--- config.mk ---
export PLATFORM = sky130hd
export DESIGN_NAME = binquiz_core
export DESIGN_NICKNAME = d
export VERILOG_FILES = /design/src/rtl/binquiz_pkg.sv /design/src/rtl/bq_tick_div.sv /design/src/rtl/bq_sync.sv /design/src/rtl/bq_seed_reg.sv /design/src/rtl/bq_target_gen.sv /design/src/rtl/bq_score.sv /design/src/rtl/binquiz_core.sv
export SDC_FILE = /design/constraint.sdc
export NUM_CORES = 1
export LEC_CHECK = 0
export ABC_CLOCK_PERIOD_IN_PS = 5500
export BUFFER_PORTS_ARGS = -buffer_cell sky130_fd_sc_hd__buf_2
export CAP_MARGIN = 10
export CORE_AREA = 3 3 75 77
export CTS_BUF_LIST = sky130_fd_sc_hd__clkbuf_16
export DETAILED_ROUTE_END_ITERATION = 10
export DIE_AREA = 0 0 78 80
export PLACE_DENSITY_LB_ADDON = 0.08
export SLEW_MARGIN = 15
export SYNTH_ARGS = -nofsm -noshare
export SYNTH_HDL_FRONTEND = slang
export SYNTH_SLANG_ARGS = --single-unit
--- constraint.sdc ---
create_clock -name clk -period 5.5 [get_ports clk]
set_clock_uncertainty 0.15 [all_clocks]
set_input_delay 1.1 -clock clk [delete_from_list [all_inputs] [get_ports clk]]
set_output_delay 1.1 -clock clk [all_outputs]
set_load 0.02 [all_outputs]
--- src/rtl/binquiz_pkg.sv ---
// Package: shared types, default constants and the challenge update function
// for the binary entry game controller.
// Assumes the challenge and seed are always one byte wide, as the game defines.
package binquiz_pkg;

    typedef logic [7:0] byte_t;

    localparam byte_t DEF_TAPS        = 8'hB8;
    localparam byte_t DEF_RESET_STATE = 8'h5A;
    localparam int    DEF_SCORE_MAX   = 99;

    // One Galois step (right shift, XOR the tap mask when the dropped bit was 1),
    // then mix in the seed, then replace a zero result by 0x01.
    function automatic byte_t chal_advance(byte_t cur, byte_t taps, byte_t seed);
        byte_t nxt;
        nxt = cur >> 1;
        if (cur[0]) begin
            nxt = nxt ^ taps;
        end
        nxt = nxt ^ seed;
        if (nxt == 8'h00) begin
            nxt = 8'h01;
        end
        return nxt;
    endfunction

endpackage

--- src/rtl/bq_tick_div.sv ---
// Module: periodic tick divider.
// Produces a one-cycle tick in every DIV cycles; the first tick is in the
// DIV-th cycle after reset release. Assumes DIV >= 2.
module bq_tick_div #(
    parameter int DIV = 50
) (
    input  logic clk,
    input  logic rst_n,
    output logic tick
);
    localparam int CW = (DIV > 1) ? $clog2(DIV) : 1;
    localparam logic [CW-1:0] LAST = CW'(DIV - 1);

    logic [CW-1:0] cnt_q;

    // Purpose: count 0..DIV-1 and wrap.
    always_ff @(posedge clk) begin
        if (!rst_n) begin
            cnt_q <= '0;
        end else if (cnt_q == LAST) begin
            cnt_q <= '0;
        end else begin
            cnt_q <= cnt_q + 1'b1;
        end
    end

    assign tick = (cnt_q == LAST);
endmodule

--- src/rtl/bq_sync.sv ---
// Module: multi-stage synchroniser for the switch byte.
// STAGES flops in series, cleared by reset; STAGES = 0 gives a plain wire.
// Assumes the switches are already debounced well enough at the poll rate.
module bq_sync #(
    parameter int W      = 8,
    parameter int STAGES = 2
) (
    input  logic         clk,
    input  logic         rst_n,
    input  logic [W-1:0] din,
    output logic [W-1:0] dout
);
    generate
        if (STAGES == 0) begin : g_wire
            assign dout = din;
        end else begin : g_chain
            logic [W-1:0] stage_q [STAGES];
            for (genvar i = 0; i < STAGES; i++) begin : g_stage
                if (i == 0) begin : g_first
                    // Purpose: capture the raw switch byte.
                    always_ff @(posedge clk) begin
                        if (!rst_n) stage_q[0] <= '0;
                        else        stage_q[0] <= din;
                    end
                end else begin : g_next
                    // Purpose: pass the byte one stage further.
                    always_ff @(posedge clk) begin
                        if (!rst_n) stage_q[i] <= '0;
                        else        stage_q[i] <= stage_q[i-1];
                    end
                end
            end
            assign dout = stage_q[STAGES-1];
        end
    endgenerate
endmodule

--- src/rtl/bq_seed_reg.sv ---
// Module: seed register fed by the analog sample port.
// Keeps the top SEED_W bits of each valid sample; cleared to 0 by reset.
// Assumes SAMPLE_W >= SEED_W.
module bq_seed_reg #(
    parameter int SAMPLE_W = 10,
    parameter int SEED_W   = 8
) (
    input  logic                clk,
    input  logic                rst_n,
    input  logic                sample_valid,
    input  logic [SAMPLE_W-1:0] sample_data,
    output logic [SEED_W-1:0]   seed
);
    localparam int DROP = SAMPLE_W - SEED_W;

    // Purpose: replace the seed on every accepted sample.
    always_ff @(posedge clk) begin
        if (!rst_n) begin
            seed <= '0;
        end else if (sample_valid) begin
            seed <= sample_data[SAMPLE_W-1 -: SEED_W];
        end
    end

    generate
        if (DROP > 0) begin : g_drop
            logic unused_low;
            assign unused_low = ^sample_data[DROP-1:0];
        end
    endgenerate
endmodule

--- src/rtl/bq_target_gen.sv ---
// Module: challenge generator.
// Holds the current challenge; on advance it steps the Galois LFSR, mixes in
// the seed and forces a nonzero result. Assumes RESET_STATE is nonzero.
module bq_target_gen
    import binquiz_pkg::*;
#(
    parameter byte_t TAPS        = DEF_TAPS,
    parameter byte_t RESET_STATE = DEF_RESET_STATE
) (
    input  logic  clk,
    input  logic  rst_n,
    input  logic  advance,
    input  byte_t seed,
    output byte_t target
);
    // Purpose: hold the challenge, replacing it on each hit.
    always_ff @(posedge clk) begin
        if (!rst_n) begin
            target <= RESET_STATE;
        end else if (advance) begin
            target <= chal_advance(target, TAPS, seed);
        end
    end
endmodule

--- src/rtl/bq_score.sv ---
// Module: saturating score counter.
// Counts hits from 0 up to MAX and stays there. Assumes MAX fits in W bits.
module bq_score #(
    parameter int W   = 8,
    parameter int MAX = 99
) (
    input  logic         clk,
    input  logic         rst_n,
    input  logic         inc,
    output logic [W-1:0] score
);
    localparam logic [W-1:0] TOP = W'(MAX);

    // Purpose: add one point per hit until the ceiling.
    always_ff @(posedge clk) begin
        if (!rst_n) begin
            score <= '0;
        end else if (inc && (score != TOP)) begin
            score <= score + 1'b1;
        end
    end
endmodule

--- src/rtl/binquiz_core.sv ---
// Module: binary entry game controller (top).
// Polls the synchronised switch byte on a slow tick, scores an exact match,
// replaces the challenge with a reseeded pseudo-random value, and requests
// analog samples for the seed on an independent tick.
// Assumes POLL_DIV > SYNC_STAGES and both dividers are >= 2.
module binquiz_core
    import binquiz_pkg::*;
#(
    parameter int    POLL_DIV    = 50,
    parameter int    SAMPLE_DIV  = 37,
    parameter int    SYNC_STAGES = 2,
    parameter int    SAMPLE_W    = 10,
    parameter int    SCORE_W     = 8,
    parameter int    SCORE_MAX   = DEF_SCORE_MAX,
    parameter byte_t TAPS        = DEF_TAPS,
    parameter byte_t RESET_STATE = DEF_RESET_STATE
) (
    input  logic                clk,
    input  logic                rst_n,
    input  logic [7:0]          switches,
    input  logic                sample_valid,
    input  logic [SAMPLE_W-1:0] sample_data,
    output logic                sample_req,
    output logic [7:0]          challenge,
    output logic [SCORE_W-1:0]  score,
    output logic                new_chal
);
    logic  poll_tick;
    byte_t sw_sync;
    byte_t seed;
    logic  hit;
    logic  boot_q;
    logic  strobe_q;

    bq_tick_div #(.DIV(POLL_DIV)) u_poll (
        .clk  (clk),
        .rst_n(rst_n),
        .tick (poll_tick)
    );

    bq_tick_div #(.DIV(SAMPLE_DIV)) u_sreq (
        .clk  (clk),
        .rst_n(rst_n),
        .tick (sample_req)
    );

    bq_sync #(.W(8), .STAGES(SYNC_STAGES)) u_sync (
        .clk  (clk),
        .rst_n(rst_n),
        .din  (switches),
        .dout (sw_sync)
    );

    bq_seed_reg #(.SAMPLE_W(SAMPLE_W), .SEED_W(8)) u_seed (
        .clk         (clk),
        .rst_n       (rst_n),
        .sample_valid(sample_valid),
        .sample_data (sample_data),
        .seed        (seed)
    );

    // Purpose: an exact full-byte match counts only on the poll tick.
    assign hit = poll_tick && (sw_sync == challenge);

    bq_target_gen #(.TAPS(TAPS), .RESET_STATE(RESET_STATE)) u_target (
        .clk    (clk),
        .rst_n  (rst_n),
        .advance(hit),
        .seed   (seed),
        .target (challenge)
    );

    bq_score #(.W(SCORE_W), .MAX(SCORE_MAX)) u_score (
        .clk  (clk),
        .rst_n(rst_n),
        .inc  (hit),
        .score(score)
    );

    // Purpose: strobe once after reset and once after every challenge update.
    always_ff @(posedge clk) begin
        if (!rst_n) begin
            boot_q   <= 1'b1;
            strobe_q <= 1'b0;
        end else begin
            boot_q   <= 1'b0;
            strobe_q <= boot_q | hit;
        end
    end

    assign new_chal = strobe_q;
endmodule

==> results.yml, run 1 <==
synth:
  postSynthCellCount: 222
  synth_area_leaders: "dfxtp_1, mux2i_1, and2_1"
  yosys-top-cells-count: "dfxtp_1, nor2_1, and2_1, mux2i_1, nand2_1"
  postSynthAreaPerCell_sq_um: 10.1
  synth_edf_count: 0
  synthesis.area_sq_mm: 0.00223
  yosysSeqAreaShare_pct: 48.4
  synth_most_common_cell: "dfxtp_1"
  synthDistinctLibCells: 35
  synth_top_area_share_pct: 48.4
  ys_warn_count: 0
  synthesis.nets: 248
  synth_top_area_cell: "dfxtp_1"
  synth_seq_cells: 54
  async_flop_share_pct: 0
  ys.flop_type: "dfxtp_1"
timing:
  slew-limit-headroom_pct: 58.1
  finalSetupViolCount: 0
  rsz0062_at_grt: "no"
  worst_pin_slew_ns: 0.627
  finalHoldViolCount: 0
  min_period_ns: 2.46
  drv_slew: 0
  fin_tns_setup_ns: 0
  fmax_mhz: 406
  period_share_pct: 44.8
detailed_routing:
  drc: 0
  drtPass1Iterations: 4
  drt_iter0_drc: 27
  drt_wl_total_mm: 3.65
  wl_per_cell_microns: 11.1
  viasPerCell: 4.67
  vias: 1531
  ant_nets: 0
clocking:
  root_buffer: "clkbuf_16"
  clk_latency_ns: 0.29
  cts_setup_buffers: 0
  cts_max_path_buffers: 2
  cts_buffers: 5
  hold_buffers: 0
  ctsResizeCount: 0
  cts_tree: "done"
  clock_sinks: 54
  htree_levels: 2
  cts.clk_slew.worst_paths_ns: 0.07
pwr:
  p_sw_share_pct: 20.7
  power_density_mw_per_mm2: 308
  p_int_mw: 0.642
  comb_power_share_pct: 5.0
  peakVddDrop_v: 0.000163
  switching_power_mw: 0.168
  leakagePower_nw: 1.15
  sequentialPowerShare_pct: 50.9
  pwr-share-clk_pct: 44.1
  power.total_mw: 0.810
die:
  design.die.area_sq_mm: 0.00624
  ios: 39
  die_y_microns: 80
  fp.dieW_microns: 78
  core_area_sq_mm: 0.00507
  start_util_pct: 44.0
  num_rows: 26
status:
  outcome: "finished, final reports clean"
worst_hold_path:
  holdCritPathClass: "register to register"
setup_path:
  crit_path_end_kind: "output port"
  crit_type: "register to output port"
  worstPathArrival_ns: 1.21
  crit_required_ns: 4.25
  critPathMaxFanout: 4
  startpoint_type: "register"
placement:
  portBuffers: 36
  hpwl_mm: 2.68
  gp_congestion: 0.776
layout:
  nets: 283
  nFillCells: 502
  antenna_cells: 0
  syn_to_final_growth_pct: 17.9
  drive_gt1_share_pct: 22.1
run:
  maxCapViolations: 0
global_routing:
  grt_pass1_vias: 1525
  grt_pass1_wl_mm: 6.67
  grt_overflow: 0
  antenna_found_initial: 0
  grt_usage_pct: 13.3
  grt_max_degree: 39
==> path summary, 6_finish.rpt <==
kind	startpoint	end	slack [ns]	cells past startpoint
worst min register to register	u_sync.g_chain.stage_q[0][0]$_SDFF_PN0_	u_sync.g_chain.stage_q[1][0]$_SDFF_PN0_	0.28	1
worst max-delay path	u_sreq.cnt_q[0]$_SDFF_PP0_	sample_req	3.04	5
worst min-delay path	u_sync.g_chain.stage_q[0][0]$_SDFF_PN0_	u_sync.g_chain.stage_q[1][0]$_SDFF_PN0_	0.28	1
worst max register to register	u_target.target[0]$_SDFFE_PN0P_	u_score.score[1]$_SDFFE_PN0P_	3.30	5
==> power by group through the flow <==
stage,clock network [mW],logic [mW],registers [mW]
2_1_floorplan,0,0.0302,0.420
3_3_place_gp,0,0.0412,0.421
3_5_place_dp,0,0.0416,0.421
4_1_cts,0.371,0.0417,0.412
5_1_grt,0.386,0.0476,0.414
6_report,0.358,0.0404,0.412
==> layer usage <==
metal | wire [microns] | GRT usage (%) | vias up
met4 | 49 | 4.72 | 0
li1 | - | - | 807
met2 | 1820 | 23.6 | 22
met1 | 1650 | 15.9 | 697
met3 | 131 | 2.60 | 5
met5 | 0 | 0 | -
==> cell usage in the layout (no fill, tap or decap), types with 2 or more instances in the layout <==
master / n
a21oi_1: 4
a31o_2: 3
and2_1: 17
and3_1: 2
buf_2: 36
clkbuf_16: 5
dfxtp_1: 54
ha_1: 5
inv_1: 10
mux2i_1: 16
nand2_1: 15
nand2b_1: 2
nand3_1: 9
nand4_1: 5
nor2_1: 26
nor3_1: 2
o21ai_0: 5
xnor2_1: 11
xnor2_2: 3
xor2_1: 12
==> worst max-delay path, cell delays in order, from the launching register on <==
cell,delay (ns)
dfxtp_1,0.37
inv_1,0.06
ha_1,0.19
nand4b_1,0.10
nor2_1,0.05
buf_2,0.16
==> through the flow <==
stage	setup WS [ns]	instance area, sq um	util [%]	cells	hold slack (ns)
after CTS	3.02	2630	51.9	328	0.285
after global placement	3.04	2460	48.5	320	0.269
final	3.04	2630	51.9	328	0.285
after floorplan	3.37	2230	-	222	0.262
after global routing	2.96	2630	51.9	328	0.302
after detailed placement	3.05	2460	48.5	320	0.271
==> flip-flops by register name, indices dropped and copies added (netlist names) <==
signal / flops
u_sync.g_chain.stage_q: 16
u_score.score: 8
u_seed.seed: 8
u_target.target: 8
u_poll.cnt_q: 6
u_sreq.cnt_q: 6
boot_q: 1
new_chal: 1
==> layout make-up <==
cell class	instances	area, sq um	share of cell area [%]
Inverter	10	37.5	1.43
Clock inverter	3	48.8	1.85
Timing Repair Buffer	36	180	6.84
Tap cell	70	87.6	3.33
Clock buffer	5	125	4.75
Multi-Input combinational cell	150	1070	40.8
Sequential cell	54	1080	41.0
==> kinds of logic after synthesis <==
kind of cell / count (synthesis) / share of synthesized area, %
flops: 54 / 48.4
buf+inv: 18 / 3.53
xor+xnor: 27 / 12.4
simple gates: 87 / 21.6
compound gates: 15 / 4.09
mux: 16 / 7.17
fa+ha+maj: 5 / 2.80
(Power assumes the default switching activity.)
==> run 2: changes to the inputs <==
- ABC_CLOCK_PERIOD_IN_PS: 5500 -> 2400
- clock period: 5.5 -> 2.4 ns (I/O delays scaled with it)
==> results.yml, run 2 (synthesis results as in run 1) <==
worst_hold_path:
  hold_depth: 2
  holdCritPathClass: "primary input to register"
  worstHoldStart: "switches[4]"
setup_path:
  r2r_start: "u_target.target[1]$_SDFFE_PN1P_"
  r2r_cells: 5
  startpoint_type: "register"
  critPathMaxFanout: 14
  crit_required_ns: 2.42
  crit_path_end_kind: "register"
  worstPathArrival_ns: 2.07
  critPathLaunch: "u_target.target[1]$_SDFFE_PN1P_"
  crit_type: "register to register"
placement:
  gp_congestion: 0.725
  hpwl_mm: 2.77
  portBuffers: 36
  place_area_sq_mm: 0.00248
detailed_routing:
  drc: 0
  viasPerCell: 4.67
  drt_wl_total_mm: 3.81
  wl_per_cell_microns: 11.5
  drtPass1Iterations: 4
  vias: 1545
  drt_iter0_drc: 58
  ant_nets: 0
die:
  die_y_microns: 80
  ios: 39
  num_rows: 26
  fp.dieW_microns: 78
  core_area_sq_mm: 0.00507
  start_util_pct: 44.0
  design.die.area_sq_mm: 0.00624
timing:
  worst_pin_slew_ns: 0.612
  slew-limit-headroom_pct: 59.1
  rsz0062_at_grt: "no"
  fin_tns_setup_ns: 0
  fmax_mhz: 488
  finalSetupViolCount: 0
  min_period_ns: 2.05
  drv_slew: 0
  finalHoldViolCount: 0
  period_share_pct: 85.4
global_routing:
  grt_pass1_wl_mm: 6.40
  grt_usage_pct: 12.9
  grt_pass1_vias: 1413
  antenna_found_initial: 0
  grt_overflow: 0
  grt_max_degree: 21
layout:
  nets: 286
  largest_register_ffs: 16
  mostFrequentLayoutCells: "dfxtp_1, buf_2, nor2_1"
  final_common_cell: "dfxtp_1"
  drive_gt1_share_pct: 23.0
  design_area_sq_mm: 0.00265
  nFillCells: 508
  top_register: "u_sync.g_chain.stage_q"
  syn_to_final_growth_pct: 18.5
  post-route-util_pct: 52.2
  antenna_cells: 0
pwr:
  power_density_mw_per_mm2: 692
  leakagePower_nw: 1.17
  peakVddDrop_v: 0.000291
clocking:
  root_buffer: "clkbuf_16"
  ctsResizeCount: 0
  hold_buffers: 0
  cts.clk_slew.worst_paths_ns: 0.07
  clk_latency_ns: 0.28
  htree_levels: 2
  cts_tree: "done"
  clock_sinks: 54
  cts_buffers: 5
  cts_setup_buffers: 0
  cts_max_path_buffers: 2
status:
  outcome: "finished, final reports clean"
run:
  maxCapViolations: 0
==> run 2: cell types whose count changed in the layout (fill, tap and decap cells not counted), sizes merged <==
cell / change
buf: +3
clkinv: +2
inv: -1
clkinvlp: -1
==> run 2: path summary, 6_finish.rpt <==
| path | to | slack [ns] |
|---|---|---|
| max | u_score.score[0]$_SDFFE_PN0P_ | 0.35 |
| min | u_sync.g_chain.stage_q[0][4]$_SDFF_PN0_ | 0.25 |
| max reg2reg | u_score.score[0]$_SDFFE_PN0P_ | 0.35 |
| min reg2reg | u_sync.g_chain.stage_q[1][3]$_SDFF_PN0_ | 0.28 |
==> run 2: cell type report <==
cell class	instances	area, sq um	area share [%]
clock buffer	5	125	4.73
clock inverter	3	40.0	1.51
inverter	10	37.5	1.42
multi-input combinational	150	1070	40.5
sequential	54	1080	40.8
tap	70	87.6	3.31
timing repair buffer	39	203	7.66
==> run 2: critical path: stages, from the launching register on <==
cell	delay (ns)
dfxtp_1	0.43
xnor2_1	0.14
nand4_1	0.26
nor3_4	0.56
nand2_1	0.23
mux2i_1	0.16
==> run 2: metal layers <==
metal | track usage, % | vias to the layer above | share of wire [%]
met5 | 0 | - | 0
met4 | 3.15 | 0 | 0.60
met3 | 3.39 | 2 | 3.3
met2 | 21.0 | 24 | 48
met1 | 17.1 | 709 | 48
li1 | - | 810 | -
==> run 2: through the flow <==
stage	std cells	hold WS, ns	setup slack [ns]	power, mW
3_3_place_gp	323	0.267	0.391	1.06
6_report	331	0.247	0.350	1.83
4_1_cts	331	0.242	0.340	1.86
3_5_place_dp	323	0.271	0.364	1.06
2_1_floorplan	222	0.262	0.503	1.03
5_1_grt	331	0.246	0.180	1.91
==> run 2: report_power, final <==
group          internal [mW]  switching (mW)
clock network          0.488           0.305
logic                 0.0476          0.0470
registers              0.927          0.0180
total                   1.46           0.370
==> run 3: changes to the inputs <==
- ABC_CLOCK_PERIOD_IN_PS: 2400 -> 2200
- CORE_AREA: 3 3 75 77 -> 3 3 68 70
- DIE_AREA: 0 0 78 80 -> 0 0 71 73
- clock period: 2.4 -> 2.2 ns (I/O delays scaled with it)
==> results.yml, run 3 (synthesis results as in run 1) <==
pwr:
  leakagePower_nw: 1.17
  power.total_mw: 2.00
  power_density_mw_per_mm2: 759
  peakVddDrop_v: 0.000703
detailed_routing:
  drt_iter0_drc: 68
  drtPass1Iterations: 4
  viasPerCell: 5.04
  drt_wl_total_mm: 3.85
  drc: 0
  wl_per_cell_microns: 12.3
  vias: 1573
  ant_nets: 0
global_routing:
  met3_usage_pct: 4.68
  gr-max-usage-layer: "met2"
  antenna_found_initial: 0
  grt_util_met2_pct: 26.7
  grt_pass1_vias: 1425
  grt_overflow: 0
  grt_max_degree: 23
  grt_pass1_wl_mm: 6.53
  grt_usage_pct: 16.2
  grtUsageMet1_pct: 20.2
worst_hold_path:
  worstHoldStart: "switches[5]"
  hold-path-endpoint: "u_sync.g_chain.stage_q[0][5]$_SDFF_PN0_"
  holdCritPathClass: "primary input to register"
  hold_depth: 2
timing:
  rsz0062_at_grt: "no"
  min_period_ns: 1.84
  worst_pin_slew_ns: 0.534
  drv_slew: 0
  holdWs_ns: 0.205
  period_share_pct: 83.7
  fin_tns_setup_ns: 0
  fmax_mhz: 543
  slew-limit-headroom_pct: 64.0
  finalSetupViolCount: 0
  finalHoldViolCount: 0
clocking:
  cts_max_path_buffers: 2
  cts.clk_slew.worst_paths_ns: 0.07
  ctsResizeCount: 0
  htree_levels: 2
  clk_latency_ns: 0.29
  root_buffer: "clkbuf_16"
  cts_buffers: 5
  clock_sinks: 54
  cts_setup_buffers: 0
  hold_buffers: 0
  cts_tree: "done"
setup_path:
  crit_type: "register to register"
  r2r_cells: 6
  worstPathArrival_ns: 1.91
  r2r-end: "u_target.target[0]$_SDFFE_PN0P_"
  r2r_slack_ns: 0.36
  crit_required_ns: 2.26
  critPathMaxFanout: 8
  r2r_start: "u_target.target[0]$_SDFFE_PN0P_"
  startpoint_type: "register"
  crit_path_end_kind: "register"
layout:
  mostFrequentLayoutCells: "dfxtp_1, buf_2, nor2_1"
  top_register: "u_sync.g_chain.stage_q"
  final_cells: 312
  syn_to_final_growth_pct: 17.8
  largest_register_ffs: 16
  antenna_cells: 0
  nets: 287
  final_common_cell: "dfxtp_1"
  drive_gt1_share_pct: 22.9
placement:
  gp_congestion: 0.741
  place_inst: 304
  hpwl_mm: 2.85
  portBuffers: 36
die:
  core_area_sq_mm: 0.00403
  start_util_pct: 55.4
  ios: 39
  fp.dieW_microns: 71
  num_rows: 23
  design.die.area_sq_mm: 0.00518
  die_y_microns: 73
run:
  maxCapViolations: 0
status:
  outcome: "finished, final reports clean"
-- run 3: worst max-delay path, stage by stage, from the launching register on --
cell and delay (ns):
dfxtp_1 0.43, buf_4 0.21, xor2_1 0.09, or4_1 0.55, nor2_1 0.10, o21ai_1 0.07, a31oi_1 0.17
-- run 3: power by group --
part,switching [mW],internal (mW),leakage (nW)
clock network,0.330,0.532,0.0812
registers,0.0198,1.01,0.442
logic,0.0526,0.0521,0.646
total,0.403,1.60,1.17
-- run 3: metal layers --
metal	share of wire, %	up-vias
met5	0	-
met4	1.3	0
met3	4.1	5
met2	50	23
met1	44	733
li1	-	812
-- run 3: worst max path at each step --
| stage | startpoint | end | slack [ns] | cells after the start |
|---|---|---|---|---|
| finish | u_target.target[0]$_SDFFE_PN0P_ | u_target.target[0]$_SDFFE_PN0P_ | 0.36 | 6 |
| global route | u_target.target[0]$_SDFFE_PN0P_ | u_target.target[0]$_SDFFE_PN0P_ | 0.17 | 6 |
| CTS | u_target.target[0]$_SDFFE_PN0P_ | u_target.target[0]$_SDFFE_PN0P_ | 0.34 | 6 |
| detailed placement | u_target.target[0]$_SDFFE_PN0P_ | u_target.target[0]$_SDFFE_PN0P_ | 0.38 | 6 |
| global placement | u_target.target[0]$_SDFFE_PN0P_ | u_target.target[0]$_SDFFE_PN0P_ | 0.40 | 6 |
| floorplan | u_target.target[0]$_SDFFE_PN0P_ | u_score.score[7]$_SDFFE_PN0P_ | 0.30 | 6 |
-- run 3: stage by stage --
stage / instance area [sq um] / utilization, % / setup slack, ns
global route: 2630 / 65.3 / 0.172
floorplan: 2230 / - / 0.303
detailed placement: 2460 / 61.2 / 0.383
CTS: 2630 / 65.3 / 0.341
global placement: 2460 / 61.2 / 0.399
finish: 2630 / 65.3 / 0.358
-- run 3: layout make-up --
type	count	area, sq um
Fill cell	372	1400
Sequential cell	54	1080
Multi-Input combinational cell	150	1070
Timing Repair Buffer	40	210
Clock buffer	5	125
Tap cell	50	62.6
Clock inverter	3	41.3
Inverter	10	37.5
